## src/rtl/llsc_pkg.sv

```systemverilog
package llsc_pkg;

  typedef enum logic [2:0] {
    K_LOAD    = 3'd0,
    K_STORE   = 3'd1,
    K_FETCH   = 3'd2,
    K_LOCK_RD = 3'd3,
    K_LOCK_WR = 3'd4,
    K_RMW_RD  = 3'd5,
    K_RMW_WR  = 3'd6
  } req_kind_e;

  typedef enum logic [1:0] {
    C_FETCH  = 2'd0,
    C_LOAD   = 2'd1,
    C_STORE  = 2'd2,
    C_ATOMIC = 2'd3
  } ctrl_type_e;

  function automatic ctrl_type_e ctrl_of(input logic [2:0] kind);
    case (kind)
      K_FETCH:  return C_FETCH;
      K_STORE:  return C_STORE;
      K_LOCK_RD, K_LOCK_WR, K_RMW_RD, K_RMW_WR: return C_ATOMIC;
      default:  return C_LOAD;
    endcase
  endfunction

  function automatic logic is_cond_write(input logic [2:0] kind);
    return kind == K_LOCK_WR;
  endfunction

endpackage

```

## src/rtl/llsc_resv.sv

```systemverilog
module llsc_resv #(
  parameter int LINE_W = 26,
  parameter int ID_W   = 4
) (
  input  logic              clk,
  input  logic              rst_n,
  input  logic              set_en,
  input  logic [LINE_W-1:0] set_line,
  input  logic [ID_W-1:0]   set_id,
  input  logic              sc_clr,
  input  logic [LINE_W-1:0] sc_line,
  input  logic              inv_en,
  input  logic [LINE_W-1:0] inv_line,
  output logic              r_valid,
  output logic [LINE_W-1:0] r_line,
  output logic [ID_W-1:0]   r_id
);
  logic              n_valid;
  logic [LINE_W-1:0] n_line;
  logic [ID_W-1:0]   n_id;

  // Order: conditional-write clear, then arm, then invalidate (last word).
  always_comb begin
    n_valid = r_valid;
    n_line  = r_line;
    n_id    = r_id;
    if (sc_clr && r_valid && (r_line == sc_line)) n_valid = 1'b0;
    if (set_en) begin
      n_valid = 1'b1;
      n_line  = set_line;
      n_id    = set_id;
    end
    if (inv_en && (inv_line == n_line)) n_valid = 1'b0;
  end

  always_ff @(posedge clk) begin
    if (!rst_n) begin
      r_valid <= 1'b0;
      r_line  <= '0;
      r_id    <= '0;
    end else begin
      r_valid <= n_valid;
      r_line  <= n_line;
      r_id    <= n_id;
    end
  end
endmodule

```

## src/rtl/llsc_gate.sv

```systemverilog
module llsc_gate
  import llsc_pkg::*;
#(
  parameter int LINE_W = 26,
  parameter int ID_W   = 4
) (
  input  logic              chk_valid,
  input  logic [2:0]        chk_kind,
  input  logic [LINE_W-1:0] chk_line,
  input  logic [ID_W-1:0]   chk_id,
  input  logic              r_valid,
  input  logic [LINE_W-1:0] r_line,
  input  logic [ID_W-1:0]   r_id,
  output logic              issue,
  output logic              fail,
  output logic              sc_ok,
  output logic [1:0]        ctype
);
  logic hit;
  logic cond;

  assign hit   = r_valid && (r_line == chk_line) && (r_id == chk_id);
  assign cond  = is_cond_write(chk_kind);
  assign fail  = chk_valid && cond && !hit;
  assign sc_ok = chk_valid && cond && hit;
  assign issue = chk_valid && !fail;
  assign ctype = ctrl_of(chk_kind);
endmodule

```

## src/rtl/llsc_blk.sv

```systemverilog
module llsc_blk
  import llsc_pkg::*;
#(
  parameter int LINE_W = 26
) (
  input  logic              clk,
  input  logic              rst_n,
  input  logic              cpl_valid,
  input  logic [2:0]        cpl_kind,
  input  logic [LINE_W-1:0] cpl_line,
  output logic              blk_active,
  output logic [LINE_W-1:0] blk_line
);
  logic raise;
  logic drop;

  assign raise = cpl_valid && (cpl_kind == K_RMW_RD);
  assign drop  = cpl_valid && (cpl_kind == K_RMW_WR) && blk_active && (cpl_line == blk_line);

  always_ff @(posedge clk) begin
    if (!rst_n) begin
      blk_active <= 1'b0;
      blk_line   <= '0;
    end else if (raise) begin
      blk_active <= 1'b1;
      blk_line   <= cpl_line;
    end else if (drop) begin
      blk_active <= 1'b0;
    end
  end
endmodule

```

## src/rtl/llsc_monitor.sv

```systemverilog
module llsc_monitor
  import llsc_pkg::*;
#(
  parameter int LINE_W = 26,
  parameter int ID_W   = 4
) (
  input  logic              clk,
  input  logic              rst_n,
  input  logic              chk_valid,
  input  logic [2:0]        chk_kind,
  input  logic [LINE_W-1:0] chk_line,
  input  logic [ID_W-1:0]   chk_id,
  output logic              chk_issue,
  output logic              chk_fail,
  output logic              chk_release,
  output logic [1:0]        chk_ctype,
  input  logic              cpl_valid,
  input  logic [2:0]        cpl_kind,
  input  logic [LINE_W-1:0] cpl_line,
  input  logic [ID_W-1:0]   cpl_id,
  input  logic              inv_valid,
  input  logic [LINE_W-1:0] inv_line,
  output logic              blk_active,
  output logic [LINE_W-1:0] blk_line
);
  // Named internal events, brought out for the checker.
  logic              set_evt;
  logic              sc_ok;
  logic              resv_valid;
  logic [LINE_W-1:0] resv_line;
  logic [ID_W-1:0]   resv_id;

  assign set_evt     = cpl_valid && (cpl_kind == K_LOCK_RD);
  assign chk_release = chk_fail;

  llsc_resv #(.LINE_W(LINE_W), .ID_W(ID_W)) u_resv (
    .clk      (clk),
    .rst_n    (rst_n),
    .set_en   (set_evt),
    .set_line (cpl_line),
    .set_id   (cpl_id),
    .sc_clr   (sc_ok),
    .sc_line  (chk_line),
    .inv_en   (inv_valid),
    .inv_line (inv_line),
    .r_valid  (resv_valid),
    .r_line   (resv_line),
    .r_id     (resv_id)
  );

  llsc_gate #(.LINE_W(LINE_W), .ID_W(ID_W)) u_gate (
    .chk_valid (chk_valid),
    .chk_kind  (chk_kind),
    .chk_line  (chk_line),
    .chk_id    (chk_id),
    .r_valid   (resv_valid),
    .r_line    (resv_line),
    .r_id      (resv_id),
    .issue     (chk_issue),
    .fail      (chk_fail),
    .sc_ok     (sc_ok),
    .ctype     (chk_ctype)
  );

  llsc_blk #(.LINE_W(LINE_W)) u_blk (
    .clk        (clk),
    .rst_n      (rst_n),
    .cpl_valid  (cpl_valid),
    .cpl_kind   (cpl_kind),
    .cpl_line   (cpl_line),
    .blk_active (blk_active),
    .blk_line   (blk_line)
  );
endmodule

```

## config.mk

```make
export PLATFORM = sky130hd
export DESIGN_NAME = llsc_monitor
export DESIGN_NICKNAME = d
export VERILOG_FILES = /design/src/rtl/llsc_pkg.sv /design/src/rtl/llsc_resv.sv /design/src/rtl/llsc_gate.sv /design/src/rtl/llsc_blk.sv /design/src/rtl/llsc_monitor.sv
export SDC_FILE = /design/constraint.sdc
export NUM_CORES = 1
export LEC_CHECK = 0
export BUFFER_PORTS_ARGS = -buffer_cell sky130_fd_sc_hd__buf_2
export CORE_MARGIN = 2
export CORE_UTILIZATION = 45
export DETAILED_ROUTE_END_ITERATION = 8
export PLACE_DENSITY = 0.77
export SETUP_SLACK_MARGIN = 0.1
export SLEW_MARGIN = 5
export SYNTH_ARGS = -nofsm -noshare
export SYNTH_HDL_FRONTEND = slang
export SYNTH_SLANG_ARGS = --single-unit
```

## constraint.sdc

```tcl
create_clock -name clk -period 1.77 [get_ports clk]
set_input_delay 0.354 -clock clk [delete_from_list [all_inputs] [get_ports clk]]
set_output_delay 0.354 -clock clk [all_outputs]
set_load 0.02 [all_outputs]
```

# After elaboration in Yosys (flattened, before gate mapping)
# Cells that the tools add are included.
# op_classes
eq_ne,13
mux,6
bitwise,1
n_reduce_logical,20
# ops
op,n
$eq 26x26->1,3
$mux 26,1
$eq 3x3->1 const B,5
$logic_and 1x1->1,14
$eq 3x2->1 const B,3
$pmux 2 s3,1
$eq 4x4->1,1
$mux 1,4
$reduce_bool 2->1,2
$reduce_or 4->1,1
$eq 3x1->1 const B,1
$logic_not 1->1,2
$reduce_or 2->1,1
$not 1->1,1
# totals
regBits,58
in_bits,97

# Longest topological paths before layout
# depth
word_depth,8
ltp_mapped,7
ltp_nobuf,6

# Modules after synthesis
# Synthesis repeated with hierarchy kept, for this count alone.
# unflattened
cells_unflattened,374
hier_area_um2,3552.2
# by_module_without_submodules
mod,n_inst,cells_each,area_per_inst_um2
llsc_resv,1,171,1752.9
llsc_blk,1,152,1400.1
llsc_gate,1,49,381.6
llsc_monitor,1,2,17.5

# Least setup slack after synthesis
# OpenSTA, ideal clock, no wires.
# synth_path
path_type,input port to output port
startpoint,input port chk_line[15]
endpoint,output port chk_issue
t_arrival_ns,1.544
required_time_ns,1.416
setup_slack_ns,-0.128
cell_stages,6
path_buffers,0
cell_sequence,xnor2_1 -> nand4_1 -> nor4_1 -> nand4_1 -> and2_1 -> nor2b_1
# synth_between
elab_chain_len,7
# synth_rtl
element,line,text
start: declaration,llsc_monitor.sv:11,"input logic [LINE_W-1:0] chk_line,"
$eq 26x26->1,llsc_gate.sv:22,assign hit = r_valid && (r_line == chk_line) && (r_id == chk_id);
$logic_and 1x1->1 (2 in a row),llsc_gate.sv:22,
$logic_not 1->1,llsc_gate.sv:24,assign fail = chk_valid && cond && !hit;
$logic_and 1x1->1,llsc_gate.sv:24,
net chk_fail,llsc_monitor.sv:14,"output logic chk_fail,"
$logic_not 1->1,llsc_gate.sv:26,assign issue = chk_valid && !fail;
$logic_and 1x1->1,llsc_gate.sv:26,
end: declaration,llsc_monitor.sv:13,"output logic chk_issue,"
# The timed path passes the listed nets, and every way through them passes these cells.

# Worst setup path in the final report
# layout_path
startpoint,register u_resv.r_line[16]
endpoint,output port chk_issue
# layout_between
elab_chain_len,7
# layout_rtl
element,line,text
start: declaration,llsc_resv.sv:15,"output logic [LINE_W-1:0] r_line,"
start signal: assignment,llsc_resv.sv:43,r_line <= n_line;
$eq 26x26->1,llsc_gate.sv:22,
$logic_and 1x1->1 (2 in a row),llsc_gate.sv:22,
$logic_not 1->1,llsc_gate.sv:24,
$logic_and 1x1->1,llsc_gate.sv:24,
$logic_not 1->1,llsc_gate.sv:26,
$logic_and 1x1->1,llsc_gate.sv:26,
# No other way between the ends.

==> summary.md <==
| Metric | Value |
|---|---|
| Status | complete, but fails checks |
| Failing checks | setup timing |
| Number of global-route vias before repair | 3498 |
| Via density | 5.146 |
| I/O pin total | 129 |
| Clock sinks | 58 |
| Final Core Density | 67.02% |
| Area of the multi-input gates | 2228 sq um |
| Distinct cell type count after synthesis | 41 |
| Num CTS Buffers | 9 |
| Hold_buf cts | 0 |
| Drt total wl | 11.25 mm |
| Min cycle time layout | 2.177 ns |
| Routed Antenna Nets | 0 |
| Drt wl/cell | 16.62 um |
| Max_cap viols | 0 |
| Slew headroom | 74.87% |
| Initial Utilization | 46.61% |
| Final Max Tran Viols | 0 |
| Die H | 90.68 um |
| Non-filler cells, final | 677 |
| Worst EP required | 1.42 ns |
| GP Congestion | 0.9359 |
| Worst path arrival time | 1.82 ns |
| Async set-or-reset flop fraction in the synthesized netlist | 0% |
| Pleak | 2.213 nW |
| Peak supply drop | 0.0003532 V |
| Register area | 1176 sq um |
| DP HPWL | 8.863 mm |
| Fillers | 613 |
| Mapped cell area | 3381 sq um |
| Unrepaired setup endpoints after global routing | true |
| Grt ovf | 0 |
| Row cnt | 31 |
| Fmax | 459.3 MHz |
| CP peak stage delay | 0.38 ns |
| Clk slew on worst S/H paths | 0.07 ns |
| Clk_lat worst skew | 0.34 ns |
| Most common cell type on the critical path | nand4_1 |
| Final period utilization | 123.0% |
| H-tree lvl count | 3 |
| Finish-stage setup viols | 3 |
| First-pass GRT wire length | 17.42 mm |
| Min-delay worst type | in -> reg |
| Die ar. | 8222 sq um |
| CTS max path bufs | 2 |
| Cell Chain, Critical Path | xnor2_2 -> nand4_1 -> nor4_2 -> nand4_1 -> and2_4 -> nor2b_4 -> buf_6 |
| Min-Delay Endpoint | u_resv.r_id[1] |
| Avg Inst Size Synth | 8.431 sq um |
| PD cells | 661.0 nW/um^2 |
| Post-synthesis instance total | 401 |
| Core area | 7253 sq um |
| Die X-Extent | 90.68 um |
| Seq cells post-synth | 58 |
| Hold Path Origin | cpl_id[1] |
| Critical Path End Type | primary output |
| Iteration count of the initial detailed-routing pass | 5 |
| Startpoint types | register |
| Area growth syn-to-layout | 43.78% |
| EDFF count, synth | 0 |
| R2R cell count | 7 |
| Layout cells sized above 1 | 39.10% |
| Detailed router's first-iteration violation count | 196 |
| Placed Cells incl. Taps | 658 |
| IO Port Bufs | 128 |
| Seq/Total Area, Yosys | 34.34% |
| Vias | 3484 |
| Initial antenna violation count | 0 |
| Layout Nets | 670 |
| WS Path Type | reg -> out |
| Worst slew pin tran | 0.3735 ns |
| Max Fanout on Critical Path | 4 |
| Syn_nets | 498 |
| Sum Neg Setup Slack | -1.069 ns |
| Reg2Reg Launch Point | u_resv.r_line[16] |
| Hold path cells | 3 |
| Worst setup margin | -0.4074 ns |
| Root buffer cell | clkbuf_8 |
| FF-to-FF setup slack | 0.21 ns |
| Critical Path Slowest Stage Cell | dfxtp_4 |
| Final Hold Viols | 0 |
| Dpl ws | -0.3022 ns |
| Main flop type after synthesis | dfxtp_1 |
| R2r endpoint | u_resv.r_valid |
| Synth Warn # | 0 |
| CTS tree | done |
| Residual DRC | 0 |
| Total global-route track usage | 27.22% |
| Largest net degree at the start of global routing | 39 |
| N_diodes | 0 |
| Setup Skew | 0.005855 ns |
per-layer routing:
layer | vias to the layer above | track usage (%) | wire length [um]
met1 | 1596 | 34.79 | 4768
met5 | - | 0 | 0
met4 | 0 | 10.00 | 297
li1 | 1702 | - | -
met3 | 32 | 6.761 | 925
met2 | 154 | 44.40 | 5263
cell usage in the layout (no fill, tap or decap), drive strengths merged, types with 3 or more instances in the layout:
cell type	netlist	routed
a21boi	43	43
a21oi	5	5
buf	3	178
clkbuf	14	14
dfxtp	58	58
inv	16	16
mux2i	13	13
nand2	87	87
nand2b	6	6
nand3	4	4
nand4	9	9
nor2b	13	13
nor4	13	13
nor4b	3	3
o221ai	4	4
o22ai	5	5
xnor2	38	38
xor2	42	42
where the power goes:
group | switching, mW | internal [mW] | total (mW)
combinational | 0.312 | 0.295 | 0.608
sequential | 0.0261 | 1.33 | 1.36
clock | 0.519 | 0.727 | 1.25
worst max path at each step:
stage                           start   endpoint  depth (start not counted)  slack (ns)
global route        u_resv.r_line[21]  chk_issue                          7       -0.50
floorplan                chk_line[15]  chk_issue                          6        0.09
CTS                  u_resv.r_line[8]  chk_issue                          7       -0.40
finish              u_resv.r_line[16]  chk_issue                          7       -0.41
global placement            chk_id[1]  chk_issue                          8       -0.30
detailed placement        chk_line[6]  chk_issue                          8       -0.30
synth_stat cells, types with 2 or more instances:
cell type / count / area (sq um)
a21boi_0: 43 / 322.8
a21oi_1: 5 / 25.02
a31oi_1: 2 / 12.51
and2b_1: 2 / 15.01
clkbuf_1: 14 / 52.55
dfxtp_1: 58 / 1161
inv_1: 16 / 60.06
mux2i_1: 13 / 130.1
nand2_1: 87 / 326.6
nand2b_1: 6 / 37.54
nand3_1: 4 / 20.02
nand4_1: 9 / 56.30
nor2b_1: 13 / 81.33
nor3_1: 2 / 10.01
nor4_1: 12 / 75.07
nor4b_1: 3 / 26.28
o21ai_0: 2 / 10.01
o221ai_1: 4 / 35.03
o22ai_1: 5 / 31.28
o2bb2ai_1: 2 / 17.52
xnor2_1: 38 / 332.8
xor2_1: 42 / 367.9
cell families after synthesis:
| kind of cell | synth area share, % |
|---|---|
| mux | 3.849 |
| flops | 34.34 |
| compound gates | 15.40 |
| buf+inv | 4.034 |
| xor+xnor | 20.73 |
| simple gates | 21.65 |
cell type report:
type / count / area share (%)
clock buffers: 14 / 3.346
clock inverters: 2 / 0.7207
inverters: 16 / 1.236
multi-input cells: 310 / 45.84
flip-flops and latches: 58 / 24.20
well taps: 99 / 2.548
repair buffers: 178 / 22.11
what timing repair did:
action                                  4_1_cts  5_1_grt
resized for setup                            19       16
hold endpoints to repair                      0        0
endpoints found under the setup margin        4        4
pin swaps                                    14       10
setup buffers                                 0        3
worst max-delay path: cells and delay by family, from the launching register on:
family                 cells  cell delay (ns)
flip-flops                 1             0.38
buffers and inverters      1             0.12
XOR/XNOR                   1             0.11
AND/OR/NAND/NOR            5             0.87
stage by stage:
step | instance area, sq um | hold slack [ns] | power (mW)
after floorplan | 3397 | 0.4553 | 1.648
after global placement | 4476 | 0.4640 | 1.950
after detailed placement | 4476 | 0.4778 | 1.955
after CTS | 4756 | 0.2524 | 3.204
after global routing | 4861 | 0.2762 | 3.344
final | 4861 | 0.2623 | 3.213
sequential cells by signal (all words and copies together), names as in the netlist:
signal and flops:
u_resv.r_line 26, u_resv.r_id 4, u_blk.blk_active 1, u_blk.blk_line 26, u_resv.r_valid 1
Note: power is estimated with default switching activity, not from simulation.
